File: src/rtl/cell_delin_pkg.sv
package cell_delin_pkg;

    localparam int WORD_W = 16;
    localparam int BYTE_W = 8;
    localparam int HDR_W  = 3 * BYTE_W;

    localparam logic [BYTE_W-1:0] HEC_POLY  = 8'h07;
    localparam logic [BYTE_W-1:0] HEC_COSET = 8'h55;

    typedef enum logic [1:0] {
        ST_HUNT    = 2'd0,
        ST_PRESYNC = 2'd1,
        ST_SYNC    = 2'd2
    } dl_state_e;

    // CRC-8 over the three header bytes, first byte in the top bits
    function automatic logic [BYTE_W-1:0] hec_of(input logic [HDR_W-1:0] hdr);
        logic [BYTE_W-1:0] r;
        r = '0;
        for (int i = HDR_W - 1; i >= 0; i--) begin
            if (r[BYTE_W-1] ^ hdr[i]) r = {r[BYTE_W-2:0], 1'b0} ^ HEC_POLY;
            else                      r = {r[BYTE_W-2:0], 1'b0};
        end
        return r ^ HEC_COSET;
    endfunction

endpackage

File: src/rtl/cd_hec_check.sv
module cd_hec_check
    import cell_delin_pkg::*;
(
    input  logic              clk,
    input  logic              rst_n,
    input  logic              valid_i,
    input  logic [WORD_W-1:0] word_i,
    output logic              hi_ok_o,
    output logic              lo_ok_o
);

    logic [WORD_W-1:0] prev_q;
    logic [BYTE_W-1:0] older_q;

    always_ff @(posedge clk or negedge rst_n) begin
        if (!rst_n) begin
            prev_q  <= '0;
            older_q <= '0;
        end else if (valid_i) begin
            prev_q  <= word_i;
            older_q <= prev_q[BYTE_W-1:0];
        end
    end

    // high lane: header = older low, previous high, previous low
    // low lane: header = previous high, previous low, current high
    always_comb begin
        hi_ok_o = (hec_of({older_q, prev_q}) == word_i[WORD_W-1:BYTE_W]);
        lo_ok_o = (hec_of({prev_q, word_i[WORD_W-1:BYTE_W]}) == word_i[BYTE_W-1:0]);
    end

endmodule

File: src/rtl/cd_pos_track.sv
module cd_pos_track #(
    parameter int OFS_W = 7
) (
    input  logic             clk,
    input  logic             rst_n,
    input  logic             valid_i,
    input  logic [OFS_W-1:0] cont_len_i,
    input  logic             load_i,
    input  logic             load_lane_i,
    output logic [OFS_W-1:0] ofs_o,
    output logic             chk_hi_o,
    output logic             chk_lo_o,
    output logic             bnd_hi_o,
    output logic             bnd_lo_o
);

    localparam logic [OFS_W-1:0] CHK_OFS  = OFS_W'(3);
    localparam logic [OFS_W-1:0] PRE_OFS  = OFS_W'(2);
    localparam logic [OFS_W:0]   STEP     = (OFS_W+1)'(2);

    logic [OFS_W-1:0] ofs_q;
    logic [OFS_W-1:0] base;
    logic [OFS_W:0]   sum;
    logic [OFS_W:0]   len_x;
    logic [OFS_W-1:0] nxt;

    always_comb begin
        base  = load_i ? (load_lane_i ? PRE_OFS : CHK_OFS) : ofs_q;
        sum   = {1'b0, base} + STEP;
        len_x = {1'b0, cont_len_i};
        nxt   = (sum >= len_x) ? OFS_W'(sum - len_x) : OFS_W'(sum);
    end

    always_ff @(posedge clk or negedge rst_n) begin
        if (!rst_n)       ofs_q <= '0;
        else if (valid_i) ofs_q <= nxt;
    end

    always_comb begin
        ofs_o    = ofs_q;
        chk_hi_o = (ofs_q == CHK_OFS);
        chk_lo_o = (ofs_q == PRE_OFS);
        bnd_hi_o = (ofs_q == '0);
        bnd_lo_o = (ofs_q == cont_len_i - OFS_W'(1));
    end

    AST_OFS_RANGE: assert property (@(posedge clk) disable iff (!rst_n)
        (valid_i && ofs_q < cont_len_i) |=> (!$stable(cont_len_i) || ofs_q < cont_len_i));

    AST_OFS_HOLD: assert property (@(posedge clk) disable iff (!rst_n)
        !valid_i |=> $stable(ofs_q));

endmodule

File: src/rtl/cd_sync_fsm.sv
module cd_sync_fsm
    import cell_delin_pkg::*;
#(
    parameter int THR_W      = 4,
    parameter int MISS_LIMIT = 7
) (
    input  logic             clk,
    input  logic             rst_n,
    input  logic             valid_i,
    input  logic             hi_ok_i,
    input  logic             lo_ok_i,
    input  logic             chk_hi_i,
    input  logic             chk_lo_i,
    input  logic [THR_W-1:0] thresh_i,
    output logic             load_o,
    output logic             load_lane_o,
    output logic             in_sync_o
);

    localparam int MISS_W = (MISS_LIMIT > 1) ? $clog2(MISS_LIMIT) : 1;
    localparam logic [MISS_W-1:0] MISS_LAST = MISS_W'(MISS_LIMIT - 1);

    dl_state_e         state_q, state_n;
    logic [THR_W-1:0]  cnt_q, cnt_n;
    logic [MISS_W-1:0] miss_q, miss_n;
    logic [THR_W-1:0]  eff_thr;
    logic              chk, good, found;

    always_ff @(posedge clk or negedge rst_n) begin
        if (!rst_n) begin
            state_q <= ST_HUNT;
            cnt_q   <= '0;
            miss_q  <= '0;
        end else begin
            state_q <= state_n;
            cnt_q   <= cnt_n;
            miss_q  <= miss_n;
        end
    end

    always_comb begin
        eff_thr     = (thresh_i == '0) ? THR_W'(1) : thresh_i;
        chk         = valid_i && (chk_hi_i || chk_lo_i);
        good        = chk_hi_i ? hi_ok_i : lo_ok_i;
        found       = valid_i && (hi_ok_i || lo_ok_i);
        state_n     = state_q;
        cnt_n       = cnt_q;
        miss_n      = miss_q;
        load_o      = 1'b0;
        load_lane_o = 1'b0;
        unique case (state_q)
            ST_HUNT: begin
                if (found) begin
                    load_o      = 1'b1;
                    load_lane_o = !hi_ok_i;
                    cnt_n       = THR_W'(1);
                    miss_n      = '0;
                    state_n     = (eff_thr == THR_W'(1)) ? ST_SYNC : ST_PRESYNC;
                end
            end
            ST_PRESYNC: begin
                if (chk) begin
                    if (!good) begin
                        state_n = ST_HUNT;
                        cnt_n   = '0;
                    end else if (({1'b0, cnt_q} + (THR_W+1)'(1)) >= {1'b0, eff_thr}) begin
                        state_n = ST_SYNC;
                        cnt_n   = '0;
                    end else begin
                        cnt_n   = cnt_q + THR_W'(1);
                    end
                end
            end
            ST_SYNC: begin
                if (chk) begin
                    if (good) begin
                        miss_n = '0;
                    end else if (miss_q == MISS_LAST) begin
                        miss_n  = '0;
                        state_n = ST_HUNT;
                    end else begin
                        miss_n = miss_q + MISS_W'(1);
                    end
                end
            end
            default: begin
                state_n = ST_HUNT;
                cnt_n   = '0;
                miss_n  = '0;
            end
        endcase
    end

    always_comb begin
        in_sync_o = (state_q == ST_SYNC);
    end

    AST_LOCK_NEEDS_MATCH: assert property (@(posedge clk) disable iff (!rst_n)
        $rose(state_q == ST_SYNC) |-> $past(valid_i && (hi_ok_i || lo_ok_i)));

    AST_PRESYNC_DROP: assert property (@(posedge clk) disable iff (!rst_n)
        (state_q == ST_PRESYNC && chk && !good) |=> (state_q == ST_HUNT && cnt_q == '0));

    AST_SYNC_KEEP: assert property (@(posedge clk) disable iff (!rst_n)
        (state_q == ST_SYNC && chk && good) |=> (state_q == ST_SYNC && miss_q == '0));

    AST_MISS_BOUND: assert property (@(posedge clk) disable iff (!rst_n)
        miss_q <= MISS_LAST);

    AST_IDLE_HOLD: assert property (@(posedge clk) disable iff (!rst_n)
        !valid_i |=> ($stable(state_q) && $stable(cnt_q) && $stable(miss_q)));

endmodule

File: src/rtl/cell_delin.sv
module cell_delin
    import cell_delin_pkg::*;
#(
    parameter int MAX_PAYLOAD = 64,
    parameter int THR_W       = 4,
    parameter int MISS_LIMIT  = 7
) (
    input  logic                                  clk,
    input  logic                                  rst_n,
    input  logic [15:0]                           word_i,
    input  logic                                  valid_i,
    input  logic [$clog2(MAX_PAYLOAD+1)-1:0]      payload_len_i,
    input  logic [THR_W-1:0]                      conf_thresh_i,
    output logic                                  sync_o,
    output logic                                  start_o,
    output logic                                  start_lane_o,
    output logic [$clog2(MAX_PAYLOAD+5)-1:0]      word_ofs_o
);

    localparam int OFS_W = $clog2(MAX_PAYLOAD + 5);

    logic [OFS_W-1:0] cont_len;
    logic [OFS_W-1:0] ofs;
    logic             hi_ok, lo_ok;
    logic             chk_hi, chk_lo, bnd_hi, bnd_lo;
    logic             load, load_lane, in_sync;

    assign cont_len = OFS_W'(payload_len_i) + OFS_W'(4);

    cd_hec_check u_hec (
        .clk     (clk),
        .rst_n   (rst_n),
        .valid_i (valid_i),
        .word_i  (word_i),
        .hi_ok_o (hi_ok),
        .lo_ok_o (lo_ok)
    );

    cd_pos_track #(.OFS_W(OFS_W)) u_pos (
        .clk         (clk),
        .rst_n       (rst_n),
        .valid_i     (valid_i),
        .cont_len_i  (cont_len),
        .load_i      (load),
        .load_lane_i (load_lane),
        .ofs_o       (ofs),
        .chk_hi_o    (chk_hi),
        .chk_lo_o    (chk_lo),
        .bnd_hi_o    (bnd_hi),
        .bnd_lo_o    (bnd_lo)
    );

    cd_sync_fsm #(.THR_W(THR_W), .MISS_LIMIT(MISS_LIMIT)) u_fsm (
        .clk         (clk),
        .rst_n       (rst_n),
        .valid_i     (valid_i),
        .hi_ok_i     (hi_ok),
        .lo_ok_i     (lo_ok),
        .chk_hi_i    (chk_hi),
        .chk_lo_i    (chk_lo),
        .thresh_i    (conf_thresh_i),
        .load_o      (load),
        .load_lane_o (load_lane),
        .in_sync_o   (in_sync)
    );

    always_comb begin
        sync_o       = in_sync;
        start_o      = in_sync && valid_i && (bnd_hi || bnd_lo);
        start_lane_o = in_sync && valid_i && !bnd_hi && bnd_lo;
        word_ofs_o   = in_sync ? ofs : '0;
    end

    AST_LOSS_ON_WORD: assert property (@(posedge clk) disable iff (!rst_n)
        $fell(sync_o) |-> $past(valid_i));

    AST_LANE_WITH_START: assert property (@(posedge clk) disable iff (!rst_n)
        start_lane_o |-> start_o);

endmodule

File: config.mk
export PLATFORM = sky130hd
export DESIGN_NAME = cell_delin
export DESIGN_NICKNAME = d
export VERILOG_FILES = /design/src/rtl/cell_delin_pkg.sv /design/src/rtl/cd_hec_check.sv /design/src/rtl/cd_pos_track.sv /design/src/rtl/cd_sync_fsm.sv /design/src/rtl/cell_delin.sv
export SDC_FILE = /design/constraint.sdc
export NUM_CORES = 1
export LEC_CHECK = 0
export ABC_AREA = 0
export BUFFER_PORTS_ARGS = -buffer_cell sky130_fd_sc_hd__buf_2
export CAP_MARGIN = 0
export CORE_MARGIN = 2
export CORE_UTILIZATION = 45
export DETAILED_ROUTE_END_ITERATION = 16
export GPL_ROUTABILITY_DRIVEN = 0
export PLACE_DENSITY_LB_ADDON = 0.05
export SYNTH_ARGS = -nofsm -noshare
export SYNTH_HDL_FRONTEND = slang
export SYNTH_SLANG_ARGS = --single-unit
File: constraint.sdc
create_clock -name clk -period 6.7 [get_ports clk]
set_clock_uncertainty 0.2 [all_clocks]
set_input_delay 2.01 -clock clk [delete_from_list [all_inputs] [get_ports clk]]
set_output_delay 2.01 -clock clk [all_outputs]
set_load 0.005 [all_outputs]
; Word-level counts from Yosys, hierarchy flattened
; Index checks and enable logic that the tools add are counted.
; W data, S select, Z words.
[word_totals]
register_bits = 40
inputBits = 30
out_inout_bits = 10
[classes]
n_addsub = 7
n_lt_le_gt_ge = 2
n_eq_ne = 15
n_mux = 77
bitwise = 96
n_reduce_logical = 17
[op_table]
columns = cell, count
row1 = $mux W3, 52
row2 = $not A3 Y3, 46
row3 = $xor A1 B1 Y1, 36
row4 = $mux W7, 3
row5 = $mux W4, 5
row6 = $eq A8 B8 Y1, 2
row7 = $mux W2, 8
row8 = $eq A7 B2 Y1 const B, 2
row9 = $pmux W4 S3, 1
row10 = $xor A1 B1 Y1 const A, 10
row11 = $pmux W3 S3, 1
row12 = $add A7 B2 Y8 const B, 1
row13 = $ge A8 B7 Y1, 1
row14 = $ne A2 B1 Y1 const B, 4
row15 = $not A4 Y4, 2
row16 = $add A7 B3 Y7 const B, 1
row17 = $eq A7 B7 Y1, 1
row18 = $logic_not A7 Y1, 1
row19 = $sub A7 B1 Y7 const B, 1
row20 = $sub A7 B7 Y7, 1
row21 = $logic_and A1 B1 Y1, 6
row22 = $mux W1, 6
row23 = $pmux W2 S3, 1
row24 = $reduce_and A3 Y1, 2
row25 = other kinds (16), 20

; Longest topological paths before layout
; Gate-level depths: netlist (run 1).
[logic_depth]
depth_word = 58
ltp_mapped = 20

; Hierarchy
; Synthesis (run 1) repeated with hierarchy kept, for this count alone.
[hier_totals]
cells_unflattened = 420
area_unflattened_um2 = 4176.5
[modules_own_cells]
columns = module, instances, cells_each, area_each_um2
row1 = cd_hec_check, 1, 180, 2212.1
row2 = cd_pos_track, 1, 143, 1072.3
row3 = cd_sync_fsm, 1, 79, 760.7
row4 = cell_delin, 1, 18, 131.4

; Worst setup path before layout (run 1)
; Ideal clock, no wire load.
[synth_path]
kind = input to register
from = in word_i[15]
to = reg u_pos.ofs_q[0], in the netlist u_pos.ofs_o[0]
t_arrival_ns = 6.436
t_required_ns = 6.375
setup_slack_ns = -0.061
stages = 19
n_path_buf = 0
cell_sequence = xnor2_1 > xnor2_1 > xnor3_1 > xnor3_1 > or3_1 > a2111o_1 > o41ai_4 > nor2_1 > inv_1 > ha_1 > ha_1 > a21o_1 > a21oi_1 > o21bai_1 > nor2_1 > o31ai_4 > a221oi_4 > mux2i_1 > mux2_4
[synth_between]
elab_chain_cells = 17
[synth_rtl]
columns = element, line_no
row1 = start: declaration, cell_delin.sv:10  ; input logic [15:0] word_i,
row2 = $xor A1 B1 Y1, cell_delin_pkg.sv:21  ; if (r[BYTE_W-1] ^ hdr[i]) r = {r[BYTE_W-2:0], 1'b0} ^ HEC_POLY;
row3 = $mux W3, cell_delin_pkg.sv:21
row4 = $not A3 Y3 (no source line) / $xor A1 B1 Y1 (equally long branches), -
row5 = $mux W3, cell_delin_pkg.sv:21
row6 = $xor A1 B1 Y1 / $not A3 Y3 (equally long branches), -
row7 = $mux W3, cell_delin_pkg.sv:21
row8 = $not A4 Y4 (no source line), -
row9 = $eq A8 B8 Y1, cd_hec_check.sv:29  ; lo_ok_o = (hec_of({prev_q, word_i[WORD_W-1:BYTE_W]}) == word_i[BYTE_W-1:0]);
row10 = $logic_or A1 B1 Y1, cd_sync_fsm.sv:45  ; found = valid_i && (hi_ok_i || lo_ok_i);
row11 = $logic_and A1 B1 Y1, cd_sync_fsm.sv:45
row12 = $mux W1, cd_sync_fsm.sv:53  ; if (found) begin
row13 = $mux W1, cd_sync_fsm.sv:51  ; unique case (state_q)
row14 = $mux W1, cd_pos_track.sv:28  ; base = load_i ? (load_lane_i ? PRE_OFS : CHK_OFS) : ofs_q;
row15 = $mux W7 (*), cd_pos_track.sv:28
row16 = $add A7 B2 Y8 (*), cd_pos_track.sv:29  ; sum = {1'b0, base} + STEP;
row17 = $sub A7 B7 Y7 / $ge A8 B7 Y1 (equally long branches), cd_pos_track.sv:31  ; nxt = (sum >= len_x) ? OFS_W'(sum - len_x) : OFS_W'(sum);
row18 = $mux W7 (*), cd_pos_track.sv:31
row19 = end signal: assignment, cd_pos_track.sv:36  ; else if (valid_i) ofs_q <= nxt;
row20 = end: declaration, cd_pos_track.sv:21  ; logic [OFS_W-1:0] ofs_q;
; Every way passes the cells marked *; elsewhere a longest branch is shown, timed or not.
; A chain may end at the register's enable or synchronous reset.

; Worst setup path in the final report (run 1)
[layout_path]
from = in word_i[14]
to = reg u_pos.ofs_q[3], in the netlist u_pos.ofs_o[3]
[layout_between]
elab_chain_cells = 17
[layout_rtl]
columns = element, line_no
row1 = $xor A1 B1 Y1, cell_delin_pkg.sv:21
row2 = $mux W3, cell_delin_pkg.sv:21
row3 = $not A3 Y3 (no source line), -
row4 = $mux W3, cell_delin_pkg.sv:21
row5 = $not A3 Y3 (no source line), -
row6 = $mux W3, cell_delin_pkg.sv:21
row7 = $not A4 Y4 (no source line), -
row8 = $eq A8 B8 Y1, cd_hec_check.sv:29
row9 = $logic_or A1 B1 Y1, cd_sync_fsm.sv:45
row10 = $logic_and A1 B1 Y1, cd_sync_fsm.sv:45
row11 = $mux W1, cd_sync_fsm.sv:53
row12 = $mux W1, cd_sync_fsm.sv:51
row13 = $mux W1, cd_pos_track.sv:28
row14 = $mux W7 (*), cd_pos_track.sv:28
row15 = $add A7 B2 Y8 (*), cd_pos_track.sv:29
row16 = $sub A7 B7 Y7 / $ge A8 B7 Y1 (equally long branches), cd_pos_track.sv:31
row17 = $mux W7 (*), cd_pos_track.sv:31
; Marked as above.

==> results.json, run 1 <==
{
  "crit_type": "in2reg",
  "synth_cells": 413,
  "cts_hold_buf": 0,
  "antenna_cells": 0,
  "cts_buffers": 5,
  "worstPathMaxFanout": 4,
  "power.total_w": 0.00219,
  "fin_crit_sh_pct": 95.5,
  "fin_nets": 519,
  "yosysTopAreaCell": "dfrtp_1",
  "min_period_ns": 6.40,
  "grt_pass1_vias": 3096,
  "status": "finished, final reports clean",
  "fin_tns_setup_ns": 0,
  "ys_types": 60,
  "area_growth_pct": 15.3,
  "die_x_um": 99.7,
  "power_density_nw_per_um2": 460,
  "yosysTopAreaCellShare_pct": 24.3,
  "syn_nets": 459,
  "fill_cells": 829,
  "drtIter0Drc": 89,
  "setup_viol": 0,
  "netlist_area_um2": 4130,
  "synth_commonest_cells": "51 x xnor2_1, 40 x dfrtp_1, 30 x nor2_1, 30 x xor2_1, 26 x nand2_1",
  "die_area_um2": 9950,
  "vias": 3156,
  "yosysMostFrequentCell": "xnor2_1",
  "leakage_nw": 2.25,
  "cts-htree-levels": 2,
  "initial_core_util_pct": 46.8,
  "critical_path_required_ns": 6.66,
  "post-cts-setup-buffer-count": 0,
  "syn_area_per_cell_um2": 9.99,
  "avgRoutedWirePerCell_um": 16.4,
  "ys_seq_area_share_pct": 24.3,
  "clk_path_buf_depth": 2,
  "num_rows": 34,
  "worst_pin_slew_ns": 0.940,
  "path_clk_slew_ns": 0.08,
  "yosys_warnings": 0,
  "final_cells": 582,
  "arrival_ns": 6.35,
  "die_y_um": 99.7,
  "critPathCapture": "u_pos.ofs_o[3]",
  "worstRegToRegCells": 20,
  "hold_violations": 0,
  "dp_cells": 574,
  "route.detailed.drc": 0,
  "max_freq_mhz": 156,
  "rr_endpoint": "u_pos.ofs_o[3]",
  "drt-total-wl_mm": 9.55,
  "cp-start-kind": "primary input",
  "synth_area_leaders": "dfrtp_1 24%, xnor3_1 11%, xnor2_1 11%",
  "antenna_found_initial": 0,
  "synth_ff_type": "dfrtp_1",
  "rr_startpoint": "u_hec.prev_q[13]",
  "cts.sinks": 40,
  "peakVddDrop_v": 0.000239,
  "hold_class": "reg2reg",
  "max-slew-margin-rel_pct": 37.4,
  "port_buffers": 39,
  "final_layout_size_suffix_gt1_share_pct": 24.9,
  "grt_start_max_net_pins": 41,
  "grt_pass1_wl_mm": 15.9,
  "rsz0062_at_grt": "no",
  "core-area_um2": 8810,
  "drt-vias-per-instance": 5.42,
  "num_io_pins": 40,
  "cts_tree": "done",
  "ys_seq_elements": 40,
  "slew_viol_final": 0,
  "ant_nets": 0,
  "hold_ws_ns": 0.348,
  "fin_util_pct": 54.0,
  "end_kind": "flip-flop",
  "async_reset_ff_share_pct": 100,
  "root_buffer": "clkbuf_8",
  "synth_edf_count": 0,
  "clk_latency_ns": 0.29,
  "drv_cap": 0,
  "gr-total-overflow": 0,
  "dp_hpwl_mm": 7.60,
  "drt_pass1_iterations": 4,
  "worstSetupStartpoint": "word_i[14]",
  "grt_util_all_layers_pct": 20.5,
  "r2r_slack_ns": 1.32
}
## cell usage in the layout (no fill, tap or decap), drive strengths merged, types with 14 or more instances in the layout
cell type / count
buf: 66
ha: 15
o21ai: 14
nand2: 26
mux2: 26
xor2: 31
xnor3: 21
xnor2: 53
dfrtp: 40
inv: 19
nor2: 30
## report_power, final
group	switching, W	total (W)	internal (W)	leakage (nW)
registers	0.0000905	0.000373	0.000283	0.483
clock network	0.0000875	0.000219	0.000132	0.0645
logic	0.000764	0.00160	0.000832	1.70
## layer usage
metal,track usage (%),vias to the layer above,wire length [um]
met5,0,-,0
met3,2.39,5,278
li1,-,1573,-
met1,31.0,1530,4890
met4,3.48,0,57
met2,31.9,48,4320
## worst min-delay path by stage
stage	startpoint	to	slack, ns	cells after the start
final	u_fsm.miss_q[1]	u_fsm.miss_q[1]	0.35	1
after global routing	u_fsm.miss_q[1]	u_fsm.miss_q[1]	0.37	1
after CTS	u_fsm.miss_q[1]	u_fsm.miss_q[1]	0.35	1
after detailed placement	u_fsm.cnt_q[1]	u_fsm.cnt_q[1]	0.33	2
after global placement	u_fsm.cnt_q[1]	u_fsm.cnt_q[1]	0.32	2
after floorplan	u_fsm.cnt_q[1]	u_fsm.cnt_q[1]	0.27	2
## what timing repair did
item	4_1_cts	5_1_grt
hold endpoints to repair	0	0
resized for setup	0	5
setup endpoints to repair	0	6
## layout make-up
class,instances,area (um2),share of cell area [%]
repair buffers,66,398,8.37
well taps,108,135,2.84
inverters,19,71.3,1.50
clock inverters,1,30.0,0.631
clock buffers,7,96.3,2.03
flip-flops and latches,40,1000,21.0
multi-input cells,341,3020,63.6
## critical path, stage by stage
cell and delay [ns]:
buf_2 0.09, xor2_1 0.16, xnor3_2 0.36, xnor2_4 0.23, xnor3_1 0.34, or3_1 0.40
a2111o_1 0.44, o41ai_4 0.08, nor2_1 0.08, ha_1 0.25, xor2_2 0.20, ha_1 0.35
nand4_1 0.11, nor4_1 0.06, a311oi_1 0.29, a31oi_1 0.07, buf_4 0.16, a221oi_4 0.21
buf_4 0.19, mux2i_1 0.19, a21oi_1 0.08
## flip-flops by register name, summed over array words and instances (netlist names)
register       count
u_hec.prev_q      16
u_hec.older_q      8
u_fsm.cnt_q        4
u_pos.ofs_o        7
u_fsm.state_q      2
u_fsm.miss_q       3
## metrics by stage
stage	cell area (um2)	setup WS (ns)
after floorplan	4130	0.0162
after global placement	4600	-0.0296
after detailed placement	4600	-0.0746
after CTS	4730	0.195
after global routing	4760	0.0212
final	4760	0.303
## cell families (layout without fill, tap and decap cells)
kind of cell | count (synthesis) | in the layout | share of synthesized area [%]
AO/OA/AOI/OAI | 68 | 68 | 12.3
XOR/XNOR | 108 | 108 | 31.9
adder cells (fa/ha/maj) | 16 | 16 | 5.03
buffers and inverters | 32 | 93 | 3.03
flip-flops | 40 | 40 | 24.3
multiplexers | 35 | 35 | 9.98
AND/OR/NAND/NOR | 114 | 114 | 13.5
(Power assumes the default switching activity.)
==> run 2: changes to the inputs <==
--- a/config.mk
+++ b/config.mk
@@ -8,11 +8,15 @@
 export ABC_AREA = 0
 export BUFFER_PORTS_ARGS = -buffer_cell sky130_fd_sc_hd__buf_2
 export CAP_MARGIN = 0
+export CELL_PAD_IN_SITES_DETAIL_PLACEMENT = 1
+export CELL_PAD_IN_SITES_GLOBAL_PLACEMENT = 2
 export CORE_MARGIN = 2
-export CORE_UTILIZATION = 45
+export CORE_UTILIZATION = 39
 export DETAILED_ROUTE_END_ITERATION = 16
 export GPL_ROUTABILITY_DRIVEN = 0
+export MAX_ROUTING_LAYER = met4
 export PLACE_DENSITY_LB_ADDON = 0.05
+export REMOVE_ABC_BUFFERS = 1
 export SYNTH_ARGS = -nofsm -noshare
 export SYNTH_HDL_FRONTEND = slang
 export SYNTH_SLANG_ARGS = --single-unit
==> run 2 against run 1 <==
  * First-iteration DRC count is 27% higher
  * Worst hold slack lost 0.0035 ns
  * Global-route usage rose by 1.0 points
  * Critical endpoint is now u_pos.ofs_o[0]
  * Utilization decreased by 7.1 points
  * Sequential power grew 1%
  * Highest routed layer unchanged
==> results.json, run 2 (synthesis results as in run 1) <==
{
  "largest_register": "u_hec.prev_q",
  "largest_register_ffs": 16,
  "drv_cap": 0,
  "antenna_cells": 0,
  "gr-total-overflow": 0,
  "leakage_nw": 2.26,
  "drt-vias-per-instance": 5.21,
  "area_growth_pct": 16.9,
  "hold_class": "reg2reg",
  "initial_core_util_pct": 40.1,
  "grt_pass1_vias": 3518,
  "slew_viol_final": 0,
  "vias": 3211,
  "fill_cells": 1204,
  "final_common_cell": "xnor2_1",
  "drt-total-wl_mm": 11.2,
  "max-slew-margin-rel_pct": 33.1,
  "clk_latency_ns": 0.30,
  "port_buffers": 39,
  "setup_viol": 0,
  "critical-path-max-stage-delay_ns": 0.45,
  "seq_area_um2": 1000,
  "worst_pin_slew_ns": 1.00,
  "critPathTopFamily": "compound AO/OA/AOI/OAI gates",
  "crit_buf_inv": 3,
  "drtIter0Drc": 113,
  "most-common-layout-cells": "51 x xnor2_1, 40 x dfrtp_1, 39 x buf_2, 33 x buf_4",
  "cts-htree-levels": 2,
  "stdcell_area_um2": 4820,
  "multi_input_area_um2": 3020,
  "die_y_um": 107,
  "dp_hpwl_mm": 9.10,
  "cp-start-kind": "primary input",
  "die_x_um": 107,
  "cts.sinks": 40,
  "path_clk_slew_ns": 0.08,
  "arrival_ns": 6.49,
  "num_io_pins": 40,
  "ant_nets": 0,
  "max_freq_mhz": 154,
  "clk_path_buf_depth": 2,
  "fin_crit_sh_pct": 97.2,
  "peakVddDrop_v": 0.000227,
  "avgRoutedWirePerCell_um": 18.2,
  "final_layout_size_suffix_gt1_share_pct": 26.0,
  "power_density_nw_per_um2": 463,
  "status": "finished, final reports clean",
  "critical_path_required_ns": 6.68,
  "critical_path.cell_chain": "buf_2 > xor2_1 > xnor3_2 > xnor2_4 > xnor3_1 > or3_1 > a2111o_1 > o41ai_4 > nor2_1 > inv_1 > ha_2 > ha_1 > a21o_1 > a21oi_2 > o21bai_1 > nor2_2 > o31ai_4 > a221oi_4 > buf_4 > mux2i_1 > mux2_4",
  "grt_util_all_layers_pct": 21.5,
  "cts_buffers": 5,
  "min_period_ns": 6.51,
  "grt_start_max_net_pins": 41,
  "dpl_cell_area_um2": 4690,
  "root_buffer": "clkbuf_8",
  "num_rows": 37,
  "crit_type": "in2reg",
  "route.detailed.drc": 0,
  "core-area_um2": 10300,
  "timing.final.ws_setup_ns": 0.190,
  "antenna_found_initial": 0,
  "cts_tree": "done",
  "fin_nets": 526,
  "cts_hold_buf": 0,
  "die_area_um2": 11400,
  "dpl_worst_slack_ns": -0.255,
  "hold_violations": 0,
  "grt_pass1_wl_mm": 18.5,
  "end_kind": "flip-flop",
  "drt_pass1_iterations": 4,
  "worst_path_max_delay_cell": "a2111o_1",
  "worstPathMaxFanout": 3
}
## run 2: cell types whose count changed in the layout (fill, tap and decap cells not counted), sizes merged
cell / change
bufinv: -1
buf: +7
## run 2: worst min-delay path, cell delays in order, from the launching register on
cell and delay [ns]:
dfrtp_1 0.39, nand2_1 0.06, o21ai_0 0.06
## run 2: path summary, 6_finish.rpt
path                             startpoint                to  slack [ns]  cells past startpoint
setup / recovery                 word_i[14]    u_pos.ofs_o[0]        0.19                     21
hold / removal               u_fsm.cnt_q[3]    u_fsm.cnt_q[3]        0.34                      2
setup reg to reg           u_hec.prev_q[13]    u_pos.ofs_o[0]        1.21                     20
hold reg to reg              u_fsm.cnt_q[3]    u_fsm.cnt_q[3]        0.34                      2
max in group asynchronous             rst_n   u_hec.prev_q[8]        4.01                      1
min in group asynchronous             rst_n  u_hec.older_q[7]        1.68                      1
## run 2: metal layers
| layer | vias up | share of wire (%) | global-route usage, % |
|---|---|---|---|
| li1 | 1587 | - | - |
| met1 | 1589 | 52 | 31.4 |
| met2 | 25 | 46 | 32.9 |
| met3 | 10 | 1.7 | 2.19 |
| met4 | 0 | 0.85 | 3.71 |
| met5 | - | 0 | - |
## run 2: power breakdown
group	internal (W)	switching, W
combinational	0.000866	0.000811
sequential	0.000283	0.0000947
clock	0.0000919	0.0000893
## run 2: metrics by stage
| step | total power (W) | setup TNS, ns | hold WS [ns] | instances | util [%] |
|---|---|---|---|---|---|
| after floorplan | 0.00155 | -0.0613 | 0.275 | 400 | - |
| after global placement | 0.00198 | -0.534 | 0.297 | 607 | 45.6 |
| after detailed placement | 0.00203 | -1.38 | 0.332 | 607 | 45.6 |
| after CTS | 0.00223 | 0 | 0.351 | 614 | 46.6 |
| after global routing | 0.00243 | -0.0204 | 0.392 | 616 | 46.9 |
| final | 0.00223 | 0 | 0.345 | 616 | 46.9 |
## run 2: area by class of cell
type	count	share of cell area, %
Clock buffer	7	2.00
Inverter	19	1.48
Multi-Input combinational cell	341	62.6
Sequential cell	40	20.8
Tap cell	136	3.53
Timing Repair Buffer	73	9.60
## run 2: repair_timing
item,4_1_cts,5_1_grt
hold endpoints to repair,0,0
setup endpoints to repair,0,7
buffers inserted,0,2
gates resized for setup,0,6
